## src/rtl/mlp_pkg.sv

```systemverilog
package mlp_pkg;

    typedef enum logic [1:0] {
        ST_MONITOR    = 2'd0,
        ST_LOCKED_OFF = 2'd1,
        ST_RESTART    = 2'd2
    } mlp_state_e;

endpackage

```

## src/rtl/mlp_tick_gen.sv

```systemverilog
// Prescaler: one-cycle tick every TICK_DIV clocks, restartable.
module mlp_tick_gen #(
    parameter int TICK_DIV = 125000
) (
    input  logic clk,
    input  logic rst_n,
    input  logic clr,
    output logic tick
);
    localparam int PW = (TICK_DIV > 1) ? $clog2(TICK_DIV) : 1;
    localparam logic [PW-1:0] LAST = PW'(TICK_DIV - 1);

    logic [PW-1:0] div_q;

    always_ff @(posedge clk or negedge rst_n) begin
        if (!rst_n) begin
            div_q <= '0;
        end else if (clr || div_q == LAST) begin
            div_q <= '0;
        end else begin
            div_q <= div_q + 1'b1;
        end
    end

    assign tick = (div_q == LAST) && !clr;

endmodule

```

## src/rtl/mlp_edge_det.sv

```systemverilog
// Change detector across the Hall lines; any bit toggling flags activity.
module mlp_edge_det #(
    parameter int LINES = 3
) (
    input  logic             clk,
    input  logic             rst_n,
    input  logic [LINES-1:0] lvl_in,
    output logic             any_edge
);
    logic [LINES-1:0] prev_q;
    logic [LINES-1:0] chg;

    for (genvar g = 0; g < LINES; g++) begin : g_line
        always_ff @(posedge clk or negedge rst_n) begin
            if (!rst_n) begin
                prev_q[g] <= 1'b0;
            end else begin
                prev_q[g] <= lvl_in[g];
            end
        end
        assign chg[g] = lvl_in[g] ^ prev_q[g];
    end

    assign any_edge = |chg;

endmodule

```

## src/rtl/mlp_tick_cnt.sv

```systemverilog
// Saturating tick counter with synchronous clear and terminal flag.
module mlp_tick_cnt #(
    parameter int LIMIT = 4000
) (
    input  logic clk,
    input  logic rst_n,
    input  logic clr,
    input  logic tick,
    output logic done
);
    localparam int CW = $clog2(LIMIT + 1);
    localparam logic [CW-1:0] TOP = CW'(LIMIT);

    logic [CW-1:0] cnt_q;

    always_ff @(posedge clk or negedge rst_n) begin
        if (!rst_n) begin
            cnt_q <= '0;
        end else if (clr) begin
            cnt_q <= '0;
        end else if (tick && cnt_q != TOP) begin
            cnt_q <= cnt_q + 1'b1;
        end
    end

    assign done = (cnt_q == TOP);

endmodule

```

## src/rtl/mlp_lock_timer.sv

```systemverilog
module mlp_lock_timer
    import mlp_pkg::*;
#(
    parameter int TICK_DIV  = 125000,
    parameter int WIN_TICKS = 4000,
    parameter int OFF_TICKS = 20000,
    parameter int HALL_N    = 3
) (
    input  logic              clk,
    input  logic              rst_n,
    input  logic [HALL_N-1:0] hall_in,
    input  logic              speed_ok,
    output logic              drive_off,
    output logic              lock_flag
);
    mlp_state_e state_q, state_nx;
    logic       hall_edge;
    logic       tick;
    logic       win_done, off_done;
    logic       presc_clr, win_clr, off_clr;
    logic       state_chg;

    mlp_edge_det #(.LINES(HALL_N)) u_edge (
        .clk      (clk),
        .rst_n    (rst_n),
        .lvl_in   (hall_in),
        .any_edge (hall_edge)
    );

    mlp_tick_gen #(.TICK_DIV(TICK_DIV)) u_presc (
        .clk   (clk),
        .rst_n (rst_n),
        .clr   (presc_clr),
        .tick  (tick)
    );

    mlp_tick_cnt #(.LIMIT(WIN_TICKS)) u_win (
        .clk   (clk),
        .rst_n (rst_n),
        .clr   (win_clr),
        .tick  (tick),
        .done  (win_done)
    );

    mlp_tick_cnt #(.LIMIT(OFF_TICKS)) u_off (
        .clk   (clk),
        .rst_n (rst_n),
        .clr   (off_clr),
        .tick  (tick),
        .done  (off_done)
    );

    // Next-state decision
    always_comb begin
        state_nx = state_q;
        if (!speed_ok) begin
            state_nx = ST_MONITOR;
        end else begin
            unique case (state_q)
                ST_MONITOR: begin
                    if (win_done && !hall_edge) state_nx = ST_LOCKED_OFF;
                end
                ST_LOCKED_OFF: begin
                    if (off_done) state_nx = ST_RESTART;
                end
                ST_RESTART: begin
                    if (hall_edge)     state_nx = ST_MONITOR;
                    else if (win_done) state_nx = ST_LOCKED_OFF;
                end
                default: state_nx = ST_MONITOR;
            endcase
        end
    end

    assign state_chg = (state_nx != state_q);
    assign presc_clr = !speed_ok || state_chg ||
                       (hall_edge && state_q != ST_LOCKED_OFF);
    assign win_clr   = !speed_ok || hall_edge || state_q == ST_LOCKED_OFF;
    assign off_clr   = !speed_ok || state_q != ST_LOCKED_OFF;

    // State register
    always_ff @(posedge clk or negedge rst_n) begin
        if (!rst_n) begin
            state_q <= ST_MONITOR;
        end else begin
            state_q <= state_nx;
        end
    end

    // Outputs
    always_comb begin
        drive_off = 1'b0;
        lock_flag = 1'b0;
        unique case (state_q)
            ST_LOCKED_OFF: begin
                drive_off = 1'b1;
                lock_flag = 1'b1;
            end
            ST_MONITOR, ST_RESTART: begin
                drive_off = 1'b0;
                lock_flag = 1'b0;
            end
            default: begin
                drive_off = 1'b0;
                lock_flag = 1'b0;
            end
        endcase
    end

endmodule

```

## config.mk

```make
export PLATFORM = sky130hd
export DESIGN_NAME = mlp_lock_timer
export DESIGN_NICKNAME = d
export VERILOG_FILES = /design/src/rtl/mlp_pkg.sv /design/src/rtl/mlp_tick_gen.sv /design/src/rtl/mlp_edge_det.sv /design/src/rtl/mlp_tick_cnt.sv /design/src/rtl/mlp_lock_timer.sv
export SDC_FILE = /design/constraint.sdc
export NUM_CORES = 1
export LEC_CHECK = 0
export CORE_MARGIN = 2
export CORE_UTILIZATION = 60
export DETAILED_ROUTE_END_ITERATION = 8
export GPL_ROUTABILITY_DRIVEN = 0
export PLACE_DENSITY = 0.81
export SYNTH_ARGS = -nofsm -noshare
export SYNTH_HDL_FRONTEND = slang
export SYNTH_HIERARCHICAL = 1
export SYNTH_SLANG_ARGS = --single-unit
```

## constraint.sdc

```tcl
create_clock -name clk -period 4.4 [get_ports clk]
set_clock_uncertainty 0.15 [all_clocks]
set_input_delay 0.88 -clock clk [delete_from_list [all_inputs] [get_ports clk]]
set_output_delay 0.88 -clock clk [all_outputs]
set_load 0.1 [all_outputs]
```

==> run_results.csv, run 1 <==
group,metric,value,unit
floorplan,floorplan.initialDensity,61.0,%
critical_path,cpPeakStageDelay,0.51,ns
synth,synth_simple_gate_area_share,28.6,%
clock_tree,path_clk_slew,0.08,ns
floorplan,die_area,4910,um^2
power_and_ir_drop,clock_power_share,40.6,%
power_and_ir_drop,p_sw_share,19.8,%
sta,post-route-min-period,3.40,ns
route,viasPerCell,5.96,
placement,dpl.hpwl,3210,um
clock_tree,clock-sinks,49,
cells_and_area,fin_nets,287,
sta,finalSetupTns,0,ns
synth,synth_top_area_share,46.8,%
critical_path,crit_arrival,3.46,ns
synth,synthArstFlopShare,100,%
sta,finalHoldViolCount,0,
placement,pre_cts_slack,0.667,ns
synth,yosysMostFrequentCell,"dfrtp_1",
floorplan,die_h,70.1,um
power_and_ir_drop,internal_power,645,uW
synth,synthXorXnorAreaFrac,9.69,%
synth,yosysUniqueCellTypes,45,
sta,drv_slew,0,
floorplan,io_pins,8,
sta,worst_slack,0.996,ns
power_and_ir_drop,comb_power_share,3.1,%
synth,synthCells,268,
critical_path,path_max_fanout,6,
placement,post_dp_cell_area,2720,um^2
route,drc,0,
synth,yosys-top-cells-area,"dfrtp_1, xnor2_1, nor2_1",
critical_path,cp_cell_sequence,"clkdlybuf4s50_1 > xnor2_1 > nand3_1 > nor3_1 > o21ai_0 > nor4_2 > buf_4 > nand4_1 > or4_1 > a21oi_1",
synth,synth-edff-count,0,
min_path,min-delay-start,"u_presc/div_q[0]",
synth,synth_commonest_cells,"dfrtp_1, nor2_1, xnor2_1, nand3_1, nand4_1",
cells_and_area,syn_to_final_growth,8.21,%
power_and_ir_drop,pwr_density_cell,283,nW/um^2
synth,synthMuxAreaShare,2.63,%
clock_tree,insertion_delay,0.30,ns
synth,synth_ff_type,"dfrtp_1",
power_and_ir_drop,seq_power_share,56.3,%
sta,setup_viol,0,
global_routing,grt.total_usage,21.2,%
outcome,status,"finished, final reports clean",
critical_path,crit_slowest_cell,"or4_1",
placement,io_buffers,7,
floorplan,row_count,24,
synth,seq_area_frac_synth,46.8,%
cells_and_area,final_area,2840,um^2
route,wl_per_cell,14.3,um
global_routing,grt_overflow_total,0,
route,drt_first_pass_iters,4,
critical_path,r2r-start,"u_off/cnt_q[0]",
clock_tree,clockBufferDepth,2,
synth,synth_compound_area_share,6.01,%
clock_tree,cts_hold_repair.buffers,0,
floorplan,coreArea,4290,um^2
cells_and_area,drive_gt1_share,7.94,%
power_and_ir_drop,p_leak,0.00107,uW
min_path,min_path_type,"reg -> reg",
route,final_antenna_net_count,0,
sta,holdWs,0.341,ns
critical_path,cp-end-kind,"register",
critical_path,critPathBufInv,2,
route,totalWireLength,4710,um
critical_path,cp_top_family,"simple AND/OR/NAND/NOR gates",
power_and_ir_drop,peakVddDrop,166,uV
route,drtIter0Drc,161,
cells_and_area,antenna_cells,0,
clock_tree,cts_resized,0,
clock_tree,root_buffer,"clkbuf_8",
global_routing,grt_pass1_wl,8500,um
synth,synthAdderAreaFrac,2.39,%
critical_path,required,4.45,ns
critical_path,start_kind,"input port",
synth,syn-cell-area,2620,um^2
cells_and_area,fill_cells,333,
clock_tree,cts_tree,"built",
global_routing,antenna_found_initial,0,
synth,ys_warn_count,6,
clock_tree,cts_setup_buffers,0,
floorplan,die_w,70.1,um
critical_path,crit_start,"hall_in[1]",
sta,grt_setup_unrepaired,"false",
sta,fin_crit_sh,77.4,%
power_and_ir_drop,p_total,804,uW
synth,synth_top_family_by_area,"simple AND/OR/NAND/NOR gates",
clock_tree,numCtsBuffers,5,
critical_path,crit_type,"in -> reg",
synth,yosys_register_bits,49,
global_routing,grt_start_max_net_pins,50,
synth,synth_area_leader_cell,"dfrtp_1",
clock_tree,htreeDepth,2,
power_and_ir_drop,power.switching,159,uW
synth,synth.net_count,279,
synth,synth_area_per_cell,9.78,um^2
sta,slew_headroom,30.1,%
global_routing,grt_pass1_vias,1883,
sta,fmax,0.294,GHz
route,detailroute.via_count,1961,
run,maxCapViolCount,0,
sta,tightest_slew,1.05,ns
[layer usage]
layer | routed length (um) | vias to the layer above | track usage (%)
li1 | - | 961 | -
met1 | 2140 | 943 | 28.5
met2 | 2310 | 51 | 34.9
met3 | 222 | 6 | 4.76
met4 | 44 | 0 | 5.77
met5 | 0 | - | 0
[metrics by stage]
step,instances,utilization (%)
finish,329,66.1
global route,329,66.1
CTS,329,66.1
detailed placement,321,63.3
global placement,321,63.3
floorplan,268,-
[worst paths after layout]
check                              endpoint  slack (ns)  depth (start not counted)
min reg2reg                u_presc/div_q[0]        0.34                          1
min                        u_presc/div_q[0]        0.34                          1
max reg2reg                  u_win/cnt_q[7]        1.22                         11
max in group asynchronous  u_presc/div_q[5]        2.83                          1
max                          u_win/cnt_q[7]         1.0                         10
min in group asynchronous  u_edge/prev_q[1]        0.61                          1
[layout by cell type (no fill, tap or decap), drive strengths merged, types with 4 or more instances in the layout]
master,netlist,layout
o31ai,4,4
clkbuf,4,7
xnor2,18,18
nor4,11,11
nand2,13,13
ha,5,5
a21oi,8,8
nand4,14,14
nor3,6,6
or3,6,6
clkdlybuf4s50,0,6
and4,5,5
dfrtp,49,49
nand3,17,17
nor2,37,37
nor2b,5,5
xor2,11,11
mux2,4,4
inv,13,13
o21ai,8,8
[state kept, by name, summed over array words and instances (netlist names)]
name           cells
u_win/cnt_q       12
u_off/cnt_q       15
u_presc/div_q     17
u_edge/prev_q      3
state_q            2
[cells by family (layout without fill, tap and decap cells)]
| kind of cell | after synthesis | count (layout) |
|---|---|---|
| adder cells (fa/ha/maj) | 5 | 5 |
| multiplexers | 6 | 6 |
| AND/OR/NAND/NOR | 134 | 134 |
| AO/OA/AOI/OAI | 24 | 24 |
| buffers and inverters | 21 | 30 |
| XOR/XNOR | 29 | 29 |
| flip-flops | 49 | 49 |
[worst register-to-register path: cells and delay by family (launching register included)]
kind | cells | cell delay, ns
AND/OR/NAND/NOR | 6 | 1.70
flip-flops | 1 | 0.38
adder cells (fa/ha/maj) | 1 | 0.20
AO/OA/AOI/OAI | 2 | 0.41
buffers and inverters | 2 | 0.26
[final cells by class]
type                    instances  area [um^2]  share of cell area [%]
repair buffers                  9         80.1                    2.82
flip-flops and latches         49         1230                    43.2
clock buffers                   7         86.3                    3.04
multi-input cells             198         1300                    45.8
inverters                      13         48.8                    1.72
clock inverters                 1         30.0                    1.06
well taps                      52         65.1                    2.29
[power groups by stage]
stage	Combinational, uW	Sequential, uW	Clock (uW)
2_1_floorplan	10.9	462	0
3_3_place_gp	25.4	462	0
3_5_place_dp	25.5	462	0
4_1_cts	25.6	453	336
5_1_grt	28.4	453	352
6_report	24.7	453	327
Power figures use the tool's default switching activity.
==> run 2, diff against run 1 <==
Settings changed: CORE_UTILIZATION 60 to 55, PLACE_DENSITY 0.81 to 0.78.
Clock period 4.4 ns to 2.8 ns, I/O delays scaled along.
==> run 2 against run 1 <==
Net effect: the run now ends with negative setup slack left; flip-flop and latch count is the same; sequential share of layout area shrank 4.9 points; routed wire length is 18% higher; sequential power increased by 57%; via count increased by 9.0%; first-iteration DRC count fell by 31%; largest cell class unchanged.
==> run_results.csv, run 2 (same netlist as run 1, synthesis figures left out) <==
group,metric,value,unit
cells_and_area,fill_cells,335,
critical_path,cp-end-kind,"register",
floorplan,row_count,25,
global_routing,grt.total_usage,20.9,%
critical_path,path_max_fanout,5,
placement,pre_cts_slack,-0.343,ns
power_and_ir_drop,p_leak,0.00126,uW
route,final_antenna_net_count,0,
cells_and_area,fin_util,68.7,%
global_routing,grt_start_max_net_pins,50,
floorplan,io_pins,8,
route,wl_per_cell,15.7,um
sta,worst_slack,-0.0666,ns
clock_tree,numCtsBuffers,5,
cells_and_area,fin_nets,312,
critical_path,crit_arrival,2.95,ns
power_and_ir_drop,pwr_density_cell,388,nW/um^2
min_path,min_path_type,"in -> async",
sta,drv_slew,0,
critical_path,start_kind,"register",
sta,tightest_slew,0.658,ns
cells_and_area,final-instance-count-excl-fill,355,
sta,slew_headroom,56.1,%
clock_tree,clock-sinks,49,
floorplan,die_h,73.0,um
floorplan,floorplan.initialDensity,56.2,%
route,totalWireLength,5560,um
sta,fin_crit_sh,102,%
clock_tree,path_clk_slew,0.09,ns
floorplan,die_area,5330,um^2
clock_tree,cts_hold_repair.buffers,0,
cells_and_area,layout_commonest_cell,"dfrtp_1",
sta,grt_setup_unrepaired,"true",
clock_tree,cts_tree,"built",
sta,post-route-min-period,2.87,ns
floorplan,coreArea,4660,um^2
global_routing,grt_overflow_total,0,
route,drc,0,
cells_and_area,regMostFlops,"u_presc/div_q",
critical_path,r2r_cells,10,
power_and_ir_drop,peakVddDrop,291,uV
route,drt_first_pass_iters,4,
route,detailroute.via_count,2138,
cells_and_area,drive_gt1_share,26.6,%
global_routing,antenna_found_initial,0,
clock_tree,htreeDepth,2,
global_routing,grt_pass1_vias,2001,
cells_and_area,most-common-layout-cells,"dfrtp_1, nor2_1, buf_4",
cells_and_area,syn_to_final_growth,22.1,%
clock_tree,root_buffer,"clkbuf_8",
floorplan,die_w,73.0,um
clock_tree,clockBufferDepth,2,
sta,setup_viol,4,
cells_and_area,largest_reg_flops,17,
cells_and_area,largestRegisters,"u_presc/div_q (17), u_off/cnt_q (15), u_win/cnt_q (12)",
route,viasPerCell,6.02,
placement,dpl.hpwl,3520,um
outcome,failed_checks,"negative setup slack",
placement,dp_cells,341,
critical_path,required,2.88,ns
sta,finalSetupTns,-0.163,ns
sta,finalHoldViolCount,0,
critical_path,crit_type,"reg -> reg",
placement,io_buffers,7,
outcome,status,"finished, violations left",
global_routing,grt_pass1_wl,8850,um
cells_and_area,antenna_cells,0,
route,drtIter0Drc,111,
run,maxCapViolCount,0,
sta,fmax,0.349,GHz
clock_tree,insertion_delay,0.30,ns
-- run 2: changes by cell type in the layout (fill, tap and decap cells not counted), sizes merged --
| cell | previous run | this run |
|---|---|---|
| buf | 3 | 30 |
| clkinv | 0 | 1 |
| dlymetal6s2s | 0 | 3 |
| clkbuf | 7 | 5 |
| clkdlybuf4s50 | 6 | 1 |
-- run 2: through the flow --
stage	instance area, um^2	hold WS [ns]	power (uW)
after floorplan	2640	0.114	743
after global placement	2860	0.320	771
after detailed placement	2860	0.331	772
after CTS	3000	0.216	1250
after global routing	3200	0.244	1290
final	3200	0.191	1240
-- run 2: final cells by class --
| type | instances | area, um^2 | share of cell area [%] |
|---|---|---|---|
| sequential | 49 | 1230 | 38.3 |
| tap | 54 | 67.6 | 2.11 |
| multi-input combinational | 198 | 1480 | 46.1 |
| timing repair buffer | 34 | 278 | 8.68 |
| inverter | 13 | 48.8 | 1.52 |
| clock inverter | 2 | 35.0 | 1.09 |
| clock buffer | 5 | 68.8 | 2.15 |
-- run 2: final timing paths --
kind	start	endpoint	slack, ns
max reg2reg	u_off/cnt_q[0]	u_win/cnt_q[7]	-0.07
min reg2reg	u_presc/div_q[0]	u_presc/div_q[0]	0.34
min in group clk	hall_in[0]	u_edge/prev_q[0]	0.29
max	u_off/cnt_q[0]	u_win/cnt_q[7]	-0.07
min	rst_n	u_win/cnt_q[4]	0.19
max in group asynchronous	rst_n	u_win/cnt_q[5]	1.89
-- run 2: routing by layer --
metal	part of all wire (%)	vias to the layer above	global-route usage, %	routed length, um
met5	0	-	0	0
met4	1.0	0	7.00	58
met3	4.4	8	4.97	245
met2	49	53	32.5	2750
met1	45	1058	28.6	2510
li1	-	1019	-	-
-- run 2: worst max-delay path, cell delays in order (launching register included) --
cell and delay (ns):
dfrtp_1 0.37, inv_2 0.06, ha_4 0.14, and3b_1 0.18
and4_4 0.21, nor3b_4 0.25, o21ai_2 0.12, nor4_4 0.37
nand4_1 0.22, or4_4 0.58, a21oi_2 0.14
-- run 2: power by group --
part	internal [uW]	switching, uW
Sequential	710	2.18
Clock	260	221
Combinational	20.3	30.2
Total	990	253
-- run 2: timing repair --
item / CTS / global route
gates resized for setup: 3 / 39
setup endpoints to repair: 6 / 16
endpoints found under the hold margin: 0 / 0
buffers inserted: 2 / 5
pin swaps: 0 / 20
==> run 3, diff against run 2 <==
Settings changed: CAP_MARGIN set to 20.
==> results of run 3 <==
No change in the layout: final DEF, timing and power equal those of run 2.
